--- src/rtl/rxclk_pkg.sv ---
package rxclk_pkg;
    typedef enum logic {
        ST_SEEK = 1'b0,
        ST_LOCK = 1'b1
    } rec_state_e;
endpackage

--- src/rtl/rxclk_edge.sv ---
// Synchronizes each mark rail and flags a rising level on any of them.
module rxclk_edge #(
    parameter int RAILS       = 2,
    parameter int SYNC_STAGES = 2
) (
    input  logic             clk,
    input  logic             rst_n,
    input  logic [RAILS-1:0] rail_i,
    output logic             trans_o
);
    logic [RAILS-1:0] rise;

    for (genvar g = 0; g < RAILS; g++) begin : g_rail
        // stages [SYNC_STAGES-1:0] synchronize, the top bit is edge history
        logic [SYNC_STAGES:0] sh;
        always_ff @(posedge clk or negedge rst_n) begin
            if (!rst_n) sh <= '0;
            else        sh <= {sh[SYNC_STAGES-1:0], rail_i[g]};
        end
        assign rise[g] = sh[SYNC_STAGES-1] & ~sh[SYNC_STAGES];
    end

    assign trans_o = |rise;
endmodule

--- src/rtl/rxclk_phase.sv ---
// Variable-length phase counter with SEEK / LOCK control.
module rxclk_phase
    import rxclk_pkg::*;
#(
    parameter int PERIOD     = 16,
    parameter int SEEK_LEN   = 8,
    parameter int MISS_LIMIT = 16,
    localparam int CW = $clog2(PERIOD),
    localparam int MW = $clog2(MISS_LIMIT)
) (
    input  logic          clk,
    input  logic          rst_n,
    input  logic          trans_i,
    output logic [CW-1:0] cnt_o,
    output logic [MW-1:0] miss_o,
    output logic          sample_en_o,
    output logic          locked_o
);
    localparam logic [CW-1:0] PH_ZERO   = '0;
    localparam logic [CW-1:0] PH_ONE    = CW'(1);
    localparam logic [CW-1:0] PH_LAST   = CW'(PERIOD - 1);
    localparam logic [CW-1:0] PH_SAMPLE = CW'(PERIOD / 2);
    localparam logic [CW-1:0] SK_LAST   = CW'(SEEK_LEN - 1);
    localparam logic [CW-1:0] SK_SAMPLE = CW'(SEEK_LEN / 2);
    localparam logic [MW-1:0] MISS_LAST = MW'(MISS_LIMIT - 1);

    rec_state_e    state, state_n;
    logic [CW-1:0] cnt, cnt_n;
    logic [MW-1:0] miss, miss_n;
    logic          in_window;

    assign in_window = trans_i &&
                       (cnt == PH_ZERO || cnt == PH_ONE || cnt == PH_LAST);

    // state register
    always_ff @(posedge clk or negedge rst_n) begin
        if (!rst_n) begin
            state <= ST_SEEK;
            cnt   <= PH_ZERO;
            miss  <= '0;
        end else begin
            state <= state_n;
            cnt   <= cnt_n;
            miss  <= miss_n;
        end
    end

    // next state: ACQUIRE (SEEK->LOCK), LOSE (LOCK->SEEK)
    always_comb begin
        state_n = state;
        cnt_n   = cnt;
        miss_n  = miss;
        unique case (state)
            ST_SEEK: begin
                if (trans_i) begin
                    state_n = ST_LOCK;
                    cnt_n   = PH_ONE;
                    miss_n  = '0;
                end else begin
                    cnt_n = (cnt == SK_LAST) ? PH_ZERO : cnt + PH_ONE;
                end
            end
            ST_LOCK: begin
                if (in_window) begin
                    cnt_n  = PH_ONE;
                    miss_n = '0;
                end else if (cnt == PH_SAMPLE) begin
                    if (miss == MISS_LAST) begin
                        state_n = ST_SEEK;
                        cnt_n   = PH_ZERO;
                        miss_n  = '0;
                    end else begin
                        miss_n = miss + MW'(1);
                        cnt_n  = cnt + PH_ONE;
                    end
                end else begin
                    cnt_n = (cnt == PH_LAST) ? PH_ZERO : cnt + PH_ONE;
                end
            end
            default: begin
                state_n = ST_SEEK;
                cnt_n   = PH_ZERO;
                miss_n  = '0;
            end
        endcase
    end

    // outputs
    always_comb begin
        unique case (state)
            ST_LOCK: sample_en_o = (cnt == PH_SAMPLE);
            default: sample_en_o = (cnt == SK_SAMPLE);
        endcase
        locked_o = (state == ST_LOCK);
    end

    assign cnt_o  = cnt;
    assign miss_o = miss;
endmodule

--- src/rtl/rxclk_recover.sv ---
module rxclk_recover #(
    parameter int PERIOD      = 16,
    parameter int SEEK_LEN    = 8,
    parameter int MISS_LIMIT  = 16,
    parameter int SYNC_STAGES = 2
) (
    input  logic clk,
    input  logic rst_n,
    input  logic mark_pos,
    input  logic mark_neg,
    output logic sample_en,
    output logic locked
);
    localparam int CW = $clog2(PERIOD);
    localparam int MW = $clog2(MISS_LIMIT);

    logic          trans_w;
    logic [CW-1:0] cnt_w;
    logic [MW-1:0] miss_w;

    rxclk_edge #(.RAILS(2), .SYNC_STAGES(SYNC_STAGES)) u_edge (
        .clk    (clk),
        .rst_n  (rst_n),
        .rail_i ({mark_neg, mark_pos}),
        .trans_o(trans_w)
    );

    rxclk_phase #(.PERIOD(PERIOD), .SEEK_LEN(SEEK_LEN), .MISS_LIMIT(MISS_LIMIT)) u_phase (
        .clk        (clk),
        .rst_n      (rst_n),
        .trans_i    (trans_w),
        .cnt_o      (cnt_w),
        .miss_o     (miss_w),
        .sample_en_o(sample_en),
        .locked_o   (locked)
    );
endmodule

--- config.mk ---
export PLATFORM = sky130hd
export DESIGN_NAME = rxclk_recover
export DESIGN_NICKNAME = d
export VERILOG_FILES = /design/src/rtl/rxclk_pkg.sv /design/src/rtl/rxclk_edge.sv /design/src/rtl/rxclk_phase.sv /design/src/rtl/rxclk_recover.sv
export SDC_FILE = /design/constraint.sdc
export NUM_CORES = 1
export LEC_CHECK = 0
export BUFFER_PORTS_ARGS = -buffer_cell sky130_fd_sc_hd__buf_2
export CAP_MARGIN = 10
export CORE_AREA = 2 2 39 41
export DETAILED_ROUTE_END_ITERATION = 7
export DIE_AREA = 0 0 41 43
export GPL_TIMING_DRIVEN = 0
export PLACE_DENSITY = 0.74
export SKIP_CTS_REPAIR_TIMING = 1
export SLEW_MARGIN = 30
export SYNTH_ARGS = -nofsm -noshare
export SYNTH_HDL_FRONTEND = slang
export SYNTH_SLANG_ARGS = --single-unit
--- constraint.sdc ---
create_clock -name clk -period 3.88 [get_ports clk]
set_input_delay 0.776 -clock clk [delete_from_list [all_inputs] [get_ports clk]]
set_output_delay 0.776 -clock clk [all_outputs]
set_load 0.03 [all_outputs]
==> results.sh <==
export IMPL_dp_hpwl_um=870
export IMPL_drv_slew=0
export IMPL_setup_ws_ps=1740
export IMPL_combinationalPowerShare_pct=44.0
export IMPL_cp_max_fo=6
export IMPL_overflow=0
export IMPL_synth_area_leaders="dfrtp_1 (51%), ha_1 (6.8%), nand2_1 (4.6%), nor2_1 (3.1%), nand4b_1 (2.4%)"
export IMPL_numCtsBuffers=3
export IMPL_max_slew_margin_pct=75.0
export IMPL_p_leak_nw=0.378
export IMPL_p_int_w=0.000349
export IMPL_ff_latch_area_um2=375
export IMPL_grt_usage_pct=18.2
export IMPL_hold_class="reg -> reg"
export IMPL_syn_num_nets=80
export IMPL_dieArea_um2=1760
export IMPL_clk_latency_ps=280
export IMPL_synth_seq_area_share_pct=51.3
export IMPL_avgSynthCellArea_um2=10.2
export IMPL_drc=0
export IMPL_max_slew_worst_pin_slew_ps=376
export IMPL_fin_crit_sh_pct=55.2
export IMPL_ant_nets=0
export IMPL_synth_cell_types=29
export IMPL_cts_tree="yes"
export IMPL_syn_to_final_growth_pct=9.91
export IMPL_syn_inst=72
export IMPL_fp_row_count=14
export IMPL_synth_edff_count=0
export IMPL_crit_arrival_ps=1370
export IMPL_via_per_inst=5.38
export IMPL_worstPathRequired_ps=3100
export IMPL_nFillCells=121
export IMPL_critPathLaunchType="flop"
export IMPL_dr_first_iter_drc_count=10
export IMPL_die_y_um=43
export IMPL_finalPower_w=0.000570
export IMPL_power_switching_w=0.000221
export IMPL_drive_gt1_share_pct=17.3
export IMPL_cts_sinks=15
export IMPL_grt_pass1_vias=517
export IMPL_vias=522
export IMPL_critical_path_max_stage_delay_ps=440
export IMPL_p_clk_share_pct=15.1
export IMPL_crit_type="reg -> out"
export IMPL_share_seq_of_total_power_pct=40.8
export IMPL_synth_common_cells="dfrtp_1 (15), nand2_1 (9), nor2_1 (6)"
export IMPL_cp_slowest_cell="dfrtp_1"
export IMPL_finalSetupViolCount=0
export IMPL_grt_antenna_before_repair=0
export IMPL_finalNetCount=90
export IMPL_cts_buffer_depth=2
export IMPL_gp_congestion=0.818
export IMPL_place_port_buffers=5
export IMPL_period_needed_ps=2140
export IMPL_synth_seq_cells=15
export IMPL_dp_slack_ps=2040
export IMPL_hold_violations=0
export IMPL_status="completed"
export IMPL_routed_wl_um=1210
export IMPL_dr_pass1_iters=2
export IMPL_post_synth_instance_area_um2=732
export IMPL_cp_num_buf_inv=2
export IMPL_critPathTopFamily="flip-flops"
export IMPL_ios=6
export IMPL_yosysMostFrequentCell="dfrtp_1"
export IMPL_grt_pass1_wl_um=2090
export IMPL_rsz0062_at_grt="false"
export IMPL_crit_path_end_kind="output pin"
export IMPL_powerDensity_nw_per_um2=708
export IMPL_hold_slack_ps=354
export IMPL_ys_async_sr_fraction_pct=100
export IMPL_busiest_layer="met2"
export IMPL_coreArea_um2=1380
export IMPL_tns_ps=0
export IMPL_synth_top_area_cell="dfrtp_1"
export IMPL_switching_share_pct=38.8
export IMPL_use_met1_pct=22.4
export IMPL_start_util_pct=52.9
export IMPL_gr_usage_met2_pct=27.5
export IMPL_grt_max_degree=16
export IMPL_synth_top_cell_area_share_pct=51.3
export IMPL_clockRootBuffer="clkbuf_4"
export IMPL_clk_pin_slew_ps=90
export IMPL_diodes=0
export IMPL_max_freq_mhz=467
export IMPL_wl_per_cell_um=12.5
export IMPL_use_met3_pct=4.71
export IMPL_skew_ps=5.08
export IMPL_synth_ff_type="dfrtp_1"
export IMPL_fp_dieW_um=41
export IMPL_maxCapViolCount=0
export IMPL_yosysWarnings=0
export IMPL_multi_input_area_um2=324
export IMPL_cts_max_level=1
export IMPL_ir_drop_mv=0.452
export IMPL_crit_chain="inv_1 > ha_1 > nor2b_1 > buf_2"
[kinds of logic after synthesis]
logic type | after synthesis | synth area share (%)
AND/OR/NAND/NOR | 27 | 18.6
adder cells (fa/ha/maj) | 4 | 6.84
XOR/XNOR | 3 | 3.59
flip-flops | 15 | 51.3
AO/OA/AOI/OAI | 16 | 15.2
buffers and inverters | 7 | 4.44
[sequential cells by signal, summed over array words and instances, names as in the netlist]
name	flops
u_edge.g_rail.sh	6
u_phase.cnt_o	4
u_phase.miss_o	4
u_phase.locked_o	1
[routing by layer]
| layer | wire [um] | vias up |
|---|---|---|
| met5 | 0 | - |
| met4 | 30 | 0 |
| met3 | 30 | 4 |
| met2 | 560 | 5 |
| met1 | 592 | 247 |
| li1 | - | 266 |
[worst paths after layout]
path | to | slack (ps) | cells past startpoint | from
worst min-delay path | u_edge.g_rail[1].sh[1]$_DFF_PN0_ | 350 | 0 | u_edge.g_rail[1].sh[0]$_DFF_PN0_
worst max-delay path | sample_en | 1740 | 4 | u_phase.cnt_o[0]$_DFF_PN0_
min in group asynchronous | u_phase.miss_o[2]$_DFFE_PN0P_ | 380 | 1 | rst_n
max in group asynchronous | u_phase.cnt_o[3]$_DFF_PN0_ | 3250 | 1 | rst_n
worst max register to register | u_phase.miss_o[3]$_DFFE_PN0P_ | 2160 | 6 | u_phase.cnt_o[0]$_DFF_PN0_
worst min register to register | u_edge.g_rail[1].sh[1]$_DFF_PN0_ | 350 | 0 | u_edge.g_rail[1].sh[0]$_DFF_PN0_
[layout make-up]
class                           count  share of cell area (%)
Multi-Input combinational cell     50                    40.3
Tap cell                           16                    2.49
Clock buffer                        3                    2.80
Inverter                            4                    1.87
Buffer                              3                    2.18
Sequential cell                    15                    46.7
Clock inverter                      1                   0.622
Timing Repair Buffer                5                    3.11
[through the flow]
step           util [%]  instance area, um2  instances
3_5_place_dp       56.1                 777         93
3_3_place_gp       56.1                 777         93
6_report           58.1                 805         97
4_1_cts            58.1                 805         97
5_1_grt            58.1                 805         97
2_1_floorplan         -                 732         72
[cells in the final DEF, fill, tap and decap left out]
cell type   n
nand2b_1    1
a31o_2      1
clkbuf_2    1
nand3_1     3
a21oi_2     1
and2_1      1
nor2b_1     2
xnor2_1     2
a21o_1      2
nand2_1     9
o221ai_1    1
buf_2       6
xor2_1      1
a21oi_1     2
o21ai_0     3
o21bai_1    1
o2111ai_1   1
o22ai_1     2
and4b_1     1
nor3_1      1
o31a_1      1
nor2_1      6
buf_4       1
ha_1        4
inv_1       4
dfrtp_1    15
a22oi_1     1
nand4b_1    2
clkbuf_4    3
nand3b_1    1
clkinv_2    1
[power groups by stage]
stage	Sequential (W)	Combinational (W)	Clock (W)
4_1_cts	0.000234	0.000253	0.0000887
6_report	0.000233	0.000251	0.0000863
2_1_floorplan	0.000231	0.000204	0
3_5_place_dp	0.000237	0.000250	0
5_1_grt	0.000239	0.000283	0.0000964
3_3_place_gp	0.000235	0.000244	0
Note: power is estimated with default switching activity, not from simulation.
